`src/rtl/stage_wdog.sv`:
```
module stage_wdog #(
  parameter int PRESCALE = 256,
  parameter int LEN_W    = 16,
  parameter int FRAC_W   = 8
) (
  input  logic                      clk,
  input  logic                      rst_n,
  input  logic                      cfg_we,
  input  logic [LEN_W-1:0]          cfg_len,
  input  logic [1:0]                cfg_mode,
  input  logic                      poke,
  output logic [LEN_W+FRAC_W-1:0]   count,
  output logic [1:0]                stage,
  output logic                      irq,
  output logic                      nmi,
  output logic                      soft_rst
);
  localparam int CNT_W = LEN_W + FRAC_W;
  localparam int PS_W  = (PRESCALE > 2) ? $clog2(PRESCALE) : 1;

  logic [PS_W-1:0]  presc;
  logic [LEN_W-1:0] len_q;
  logic [1:0]       mode_q;
  logic [CNT_W-1:0] count_q;
  logic [1:0]       stage_q;
  logic             irq_q, nmi_q, srst_q;

  wire              tick      = (presc == PS_W'(PRESCALE - 1));
  wire [CNT_W-1:0]  reload    = {len_q, {FRAC_W{1'b0}}};
  wire              active    = (mode_q != 2'd0) && (stage_q < mode_q);
  wire              expire    = active && tick && (count_q == '0) && !cfg_we && !poke;
  wire [1:0]        nxt_stage = stage_q + 2'd1;

  always_ff @(posedge clk or negedge rst_n)
    if (!rst_n)    presc <= '0;
    else if (tick) presc <= '0;
    else           presc <= presc + 1'b1;

  always_ff @(posedge clk or negedge rst_n) begin
    if (!rst_n) begin
      len_q   <= '0;
      mode_q  <= 2'd0;
      count_q <= '0;
      stage_q <= 2'd0;
      irq_q   <= 1'b0;
      nmi_q   <= 1'b0;
    end else if (cfg_we) begin
      len_q   <= cfg_len;
      mode_q  <= cfg_mode;
      count_q <= {cfg_len, {FRAC_W{1'b0}}};
      stage_q <= 2'd0;
      irq_q   <= 1'b0;
      nmi_q   <= 1'b0;
    end else if (poke) begin
      count_q <= reload;
      stage_q <= 2'd0;
      irq_q   <= 1'b0;
      nmi_q   <= 1'b0;
    end else if (expire) begin
      stage_q <= nxt_stage;
      count_q <= (nxt_stage == mode_q) ? '0 : reload;
      irq_q   <= 1'b1;
      if (nxt_stage >= 2'd2) nmi_q <= 1'b1;
    end else if (active && tick) begin
      count_q <= count_q - 1'b1;
    end
  end

  always_ff @(posedge clk or negedge rst_n)
    if (!rst_n) srst_q <= 1'b0;
    else        srst_q <= expire && (nxt_stage == 2'd3);

  assign count    = count_q;
  assign stage    = stage_q;
  assign irq      = irq_q;
  assign nmi      = nmi_q;
  assign soft_rst = srst_q;

  a_r5_nmi_implies_irq: assert property (@(posedge clk) disable iff (!rst_n)
    nmi |-> irq);

  a_r6_reset_pulse_single: assert property (@(posedge clk) disable iff (!rst_n)
    soft_rst |=> !soft_rst);

  a_r6_reset_pulse_stage: assert property (@(posedge clk) disable iff (!rst_n)
    soft_rst |-> (stage == 2'd3) && nmi);

  a_r7_stage_capped: assert property (@(posedge clk) disable iff (!rst_n)
    stage <= mode_q);

  a_r7_frozen_at_top: assert property (@(posedge clk) disable iff (!rst_n)
    (mode_q != 2'd0 && stage == mode_q && !poke && !cfg_we)
      |=> $stable(count) && $stable(stage) && !soft_rst);

  a_r8_poke_restarts: assert property (@(posedge clk) disable iff (!rst_n)
    (poke && !cfg_we) |=> stage == 2'd0 && !irq && !nmi
      && count == {$past(len_q), {FRAC_W{1'b0}}});

  a_r9_off_is_quiet: assert property (@(posedge clk) disable iff (!rst_n)
    (mode_q == 2'd0) |-> !irq && !nmi && !soft_rst && stage == 2'd0);

  a_r4_irq_rise_on_underflow: assert property (@(posedge clk) disable iff (!rst_n)
    $rose(irq) |-> stage == 2'd1);
endmodule

```
`config.mk`:
```
export PLATFORM = sky130hd
export DESIGN_NAME = stage_wdog
export DESIGN_NICKNAME = d
export VERILOG_FILES = /design/src/rtl/stage_wdog.sv
export SDC_FILE = /design/constraint.sdc
export NUM_CORES = 1
export LEC_CHECK = 0
export ABC_AREA = 1
export ABC_CLOCK_PERIOD_IN_PS = 2200
export BUFFER_PORTS_ARGS = -buffer_cell sky130_fd_sc_hd__buf_2
export CAP_MARGIN = 20
export CELL_PAD_IN_SITES_DETAIL_PLACEMENT = 1
export CELL_PAD_IN_SITES_GLOBAL_PLACEMENT = 2
export CORE_ASPECT_RATIO = 1.4
export CORE_UTILIZATION = 33
export DETAILED_ROUTE_END_ITERATION = 7
export GPL_TIMING_DRIVEN = 1
export HOLD_SLACK_MARGIN = 0.12
export PLACE_DENSITY = 0.83
export SYNTH_ARGS = -nofsm -noshare
export SYNTH_HDL_FRONTEND = slang
export SYNTH_SLANG_ARGS = --single-unit
export TNS_END_PERCENT = 30
```
`constraint.sdc`:
```
create_clock -name clk -period 2.2 [get_ports clk]
set_input_delay 0.11 -clock clk [delete_from_list [all_inputs] [get_ports clk]]
set_output_delay 0.11 -clock clk [all_outputs]
set_load 0.02 [all_outputs]
```
==> results.toml, run 1 <==
[run_status]
status = "finished, final reports clean"

[global_route]
grt_pass1_vias = 3535
antenna_found_initial = 0
grt_use_total_pct = 22.1
grt_overflow = 0
grt_max_degree = 56
grt_pass1_wl_mm = 17.7

[timing]
max_freq_mhz = 489
skew_ps = 10.9
slew_viol_final = 0
setup_violations = 0
fin_crit_sh_pct = 93.0
min_period_ps = 2050
hold_ws_ps = 237
final_hold_viol_count = 0
layout_setup_ws_ps = 154
rsz0062_at_grt = "no"
maxSlewHeadroom_pct = 51.1
worst_slew_pin_slew_ps = 734

[synth]
synth_area_per_cell_sq_um = 7.57
seq_area_frac_synth_pct = 42.0
synth_nets = 461
yosys_warnings = 0
ys_ff_latch = 55
synth_cell_types = 33
synth-edff-count = 0
async_flop_share_pct = 100
yosys_most_used_dff = "dfrtp_1"
synth_area_sq_um = 3280
syn_inst = 433

[pwr]
p_per_area_nw_per_um2 = 663
p_leak_uw = 0.00204
ir_drop_uv = 307

[clock_tree]
clock-sinks = 55
cts-root-buf = "clkbuf_16"
cts_tree = "built"
cts_max_level = 2
clk_pin_slew_ps = 70
cts_buffers = 5
clk_latency_ps = 310
clockBufferDepth = 2

[cells_and_area]
syn_to_final_growth_pct = 24.5
nNetsFinal = 536
stdcell_area_sq_um = 4080
drive_gt1_share_pct = 19.6
final_cell_mix = "108 x nand2_1, 70 x nor2_1, 55 x dfrtp_1, 50 x buf_2, 35 x inv_1"
final_common_cell = "nand2_1"
antenna_cells = 0
multi_input_area_sq_um = 1680
fin_util_pct = 42.7
fillerInstances = 1232
regArea_sq_um = 1380

[placed_design]
dpl_cell_area_sq_um = 3710
dp_hpwl_mm = 7.87
port_buffers = 50
place.gp.congestion = 0.900
dp_slack_ps = -89.4

[run]
maxCapViolations = 0

[min_path]
min_path_type = "input port to flip-flop"

[setup_path]
endpoint_kind = "flip-flop"
critPathMaxFanout = 5
startpoint_type = "flip-flop"
timing.critical_path.required_ps = 2400
critPathKind = "flip-flop to flip-flop"
critPathArrivalTime_ps = 2250

[floorplan]
initial_utilization_pct = 34.3
dieHeight_microns = 120
num_rows = 42
core-area_sq_um = 9560
die_w_microns = 86.2
io_pins = 51
dieArea_sq_um = 10300

[detailed_routing]
drtPass1Iterations = 4
dr_total_vias = 3257
post_drt_wl_per_cell_microns = 16.5
wirelength_mm = 10.6
vias_per_cell = 5.08
first_iter_violations = 124
ant_nets = 0
drc_errors = 0
-- registers in the layout, indices dropped and copies added, names as in the netlist --
register,cells
len_q,16
nmi,1
stage,2
soft_rst,1
count,24
presc,8
irq,1
mode_q,2
-- critical path: stages (launching register included) --
cell,delay [ps]
dfrtp_1,420
inv_1,160
ha_1,310
nand2_1,140
nor2_1,310
nand2_1,140
xnor2_1,150
a21oi_1,160
nand2_1,90
nand2_1,60
inv_1,30
-- routing by layer --
layer	vias to the layer above	global-route usage, %	wire length [microns]	part of all wire (%)
met3	12	2.34	236	2.2
met4	0	6.46	207	2.0
met1	1630	26.2	4460	42
met2	53	41.1	5670	54
met5	-	0	0	0
li1	1562	-	-	-
-- cell type report --
class                           instances  area share [%]
Clock buffer                            5            3.07
Clock inverter                          3            1.07
Inverter                               42            3.86
Multi-Input combinational cell        324            41.1
Sequential cell                        55            33.7
Tap cell                              132            4.05
Timing Repair Buffer                   80            13.1
-- power breakdown --
part	total (uW)	internal (uW)	leakage, uW	switching, uW
combinational	585	210	0.00129	375
sequential	1190	1090	0.000672	108
clock	926	538	0.0000838	388
-- cell usage after synthesis, types with 2 or more instances --
cell	count	area (sq um)
buf_2	4	20.0
o22ai_1	9	56.3
a21oi_1	28	140
o21ai_1	5	25.0
nand3_1	29	145
inv_1	35	131
nor2_1	70	263
nor3b_1	2	15.0
nor2_4	3	33.8
clkbuf_1	5	18.8
nor2_2	7	43.8
nand3_2	6	60.1
xor2_1	7	61.3
o21ai_0	7	35.0
nand3b_1	3	22.5
inv_2	7	26.3
xnor2_1	7	61.3
ha_1	6	75.1
nand4_1	13	81.3
dfrtp_1	55	1380
buf_6	2	22.5
nand2_1	108	405
nor3_1	5	25.0
-- metrics by stage --
step                total power (uW)  instances  TNS, ps
floorplan                       1540        433        0
global placement                1750        614        0
detailed placement              1770        614     -222
CTS                             2730        641        0
global route                    2830        641        0
finish                          2700        641        0
-- cells by family (layout without fill, tap and decap cells) --
family	count (synthesis)	after routing	synth area share [%]
fa+ha+maj	6	6	2.29
xor+xnor	14	14	3.74
simple gates	253	253	36.6
compound gates	51	51	8.24
flops	55	55	42.0
buf+inv	54	130	7.14
-- timing repair --
action,CTS,global route
setup endpoints to repair,10,1
setup buffers,0,0
hold buffers,19,0
gates resized for setup,1,1
endpoints found under the hold margin,73,0
-- path summary, 6_finish.rpt --
path                                from   endpoint  slack [ps]  depth (start not counted)
worst max-delay path            count[0]  count[16]         150                         10
worst min-delay path                poke  count[19]         240                          4
worst max register to register  count[0]  count[16]         150                         10
worst min register to register  presc[0]   presc[0]         460                          1
max in group asynchronous          rst_n  count[19]        1220                          3
min in group asynchronous          rst_n   count[6]         470                          3
(Power assumes the default switching activity.)
==> inputs of run 2 (changes only) <==
--- a/config.mk
+++ b/config.mk
@@ -5,18 +5,18 @@
 export SDC_FILE = /design/constraint.sdc
 export NUM_CORES = 1
 export LEC_CHECK = 0
-export ABC_AREA = 1
+export ABC_AREA = 0
 export ABC_CLOCK_PERIOD_IN_PS = 2200
 export BUFFER_PORTS_ARGS = -buffer_cell sky130_fd_sc_hd__buf_2
 export CAP_MARGIN = 20
 export CELL_PAD_IN_SITES_DETAIL_PLACEMENT = 1
 export CELL_PAD_IN_SITES_GLOBAL_PLACEMENT = 2
 export CORE_ASPECT_RATIO = 1.4
-export CORE_UTILIZATION = 33
+export CORE_UTILIZATION = 35
 export DETAILED_ROUTE_END_ITERATION = 7
 export GPL_TIMING_DRIVEN = 1
 export HOLD_SLACK_MARGIN = 0.12
-export PLACE_DENSITY = 0.83
+export PLACE_DENSITY = 0.81
 export SYNTH_ARGS = -nofsm -noshare
 export SYNTH_HDL_FRONTEND = slang
 export SYNTH_SLANG_ARGS = --single-unit
==> results.toml, run 2 <==
[cells_and_area]
multi_input_area_sq_um = 1690
nNetsFinal = 461
fillerInstances = 992
largest_register_ffs = 24
final_cell_mix = "55 x dfrtp_1, 50 x buf_2, 48 x buf_4, 25 x nand2_1, 24 x nor2_1"
regArea_sq_um = 1380
final_common_cell = "dfrtp_1"
antenna_cells = 0
fin_util_pct = 48.8
drive_gt1_share_pct = 34.6
syn_to_final_growth_pct = 33.0
final_cells = 539

[timing]
min_period_ps = 2150
final_hold_viol_count = 0
hold_ws_ps = 323
rsz0062_at_grt = "yes"
max_freq_mhz = 464
skew_ps = 5.17
worst_slew_pin_slew_ps = 545
slew_viol_final = 0
maxSlewHeadroom_pct = 63.7
setup_violations = 0
fin_crit_sh_pct = 97.9

[synth]
synth_area_per_cell_sq_um = 9.79
synth_cell_types = 65
synth_area_sq_um = 3190
yosys-top-cells-count = "55 x dfrtp_1, 26 x nand2_1, 24 x nor2_1"
yosys_warnings = 0
async_flop_share_pct = 100
ys_top_cells_by_area = "dfrtp_1 43%, mux2_2 6.0%, nand2_1 3.1%, nor2_1 2.8%, nand3_1 2.7%"
yosys_most_used_dff = "dfrtp_1"
synth_nets = 354
synth-edff-count = 0
ys_ff_latch = 55
syn_inst = 326
seq_area_frac_synth_pct = 43.1
synth_most_common_cell = "dfrtp_1"
synth_top_area_share_pct = 43.1
yosysTopAreaCell = "dfrtp_1"

[clock_tree]
clk_latency_ps = 300
clk_pin_slew_ps = 70
cts_max_level = 2
clockBufferDepth = 2
cts_tree = "built"
cts_buffers = 5
clock-sinks = 55
cts-root-buf = "clkbuf_16"

[pwr]
p_per_area_nw_per_um2 = 645
ir_drop_uv = 315
p_leak_uw = 0.00189
fin_total_pwr_uw = 2740

[detailed_routing]
drc_errors = 0
vias_per_cell = 5.61
wirelength_mm = 10.1
drtPass1Iterations = 4
ant_nets = 0
dr_total_vias = 3024
post_drt_wl_per_cell_microns = 18.8
first_iter_violations = 80

[setup_path]
timing.critical_path.required_ps = 2440
critPathArrivalTime_ps = 2390
critPathMaxFanout = 9
critPathKind = "flip-flop to flip-flop"
endpoint_kind = "flip-flop"
rrSetupSlack_ps = 50
startpoint_type = "flip-flop"

[floorplan]
io_pins = 51
num_rows = 40
initial_utilization_pct = 36.7
dieHeight_microns = 115
dieArea_sq_um = 9510
die_w_microns = 82.7
core-area_sq_um = 8710

[global_route]
grt_pass1_vias = 3161
grt_overflow = 0
grt_use_total_pct = 22.8
antenna_found_initial = 0
grt_max_degree = 23
grt_pass1_wl_mm = 16.2

[run_status]
status = "finished, final reports clean"

[min_path]
min_path_type = "input port to async pin"

[run]
maxCapViolations = 0

[placed_design]
dp.cells = 506
port_buffers = 50
dp_hpwl_mm = 7.51
place.gp.congestion = 0.818
-- run 2: metrics by stage --
stage,TNS [ps],instance area (sq um),setup slack [ps]
2_1_floorplan,0,3190,51.0
3_3_place_gp,0,3780,57.7
3_5_place_dp,-44.4,3780,-44.4
4_1_cts,0,4150,0.748
5_1_grt,-151,4250,-52.9
6_report,0,4250,45.7
-- run 2: logic make-up (layout without fill, tap and decap cells) --
logic type / Yosys count / after routing / share of synthesized area, %
flip-flops: 55 / 55 / 43.1
AO/OA/AOI/OAI: 78 / 78 / 17.2
XOR/XNOR: 12 / 12 / 3.29
adder cells (fa/ha/maj): 6 / 6 / 2.35
buffers and inverters: 29 / 137 / 5.56
AND/OR/NAND/NOR: 128 / 128 / 22.2
multiplexers: 18 / 18 / 6.31
-- run 2: worst max-delay path: stages, from the launching register on --
cell	delay (ps)
dfrtp_1	390
or4_4	610
nor3_4	300
nand2_4	130
or4_1	570
nand3_2	90
-- run 2: timing repair --
action	in CTS	in global routing
setup endpoints to repair	1	21
pin swaps	1	6
resized for setup	3	13
hold buffers	19	0
gates cloned	0	0
setup buffers	0	6
endpoints found under the hold margin	37	0
-- run 2: per-layer routing --
metal	track usage (%)	vias up	share of wire [%]
met5	0	-	0
met4	8.85	0	2.4
li1	-	1447	-
met3	4.29	19	2.9
met1	26.5	1502	42
met2	40.5	56	53
-- run 2: path summary, 6_finish.rpt --
check | endpoint | from | cells past startpoint
worst max-delay path | count[20] | count[13] | 5
worst min-delay path | count[5] | rst_n | 2
worst max register to register | count[20] | count[13] | 5
worst min register to register | presc[0] | presc[0] | 1
max in group asynchronous | irq | rst_n | 3
min in group clk | mode_q[1] | cfg_we | 4
-- run 2: report_power, final --
| group | switching [uW] | leakage (uW) | internal (uW) |
|---|---|---|---|
| Sequential | 69.8 | 0.000673 | 1090 |
| Combinational | 345 | 0.00113 | 282 |
| Clock | 388 | 0.0000868 | 568 |
| Total | 803 | 0.00189 | 1940 |
-- run 2: final cells by class --
cell class	instances	area share, %
inverter	9	0.795
multi-input combinational	242	39.8
timing repair buffer	120	19.9
clock inverter	2	0.825
clock buffer	6	3.27
sequential	55	32.4
tap	105	3.09
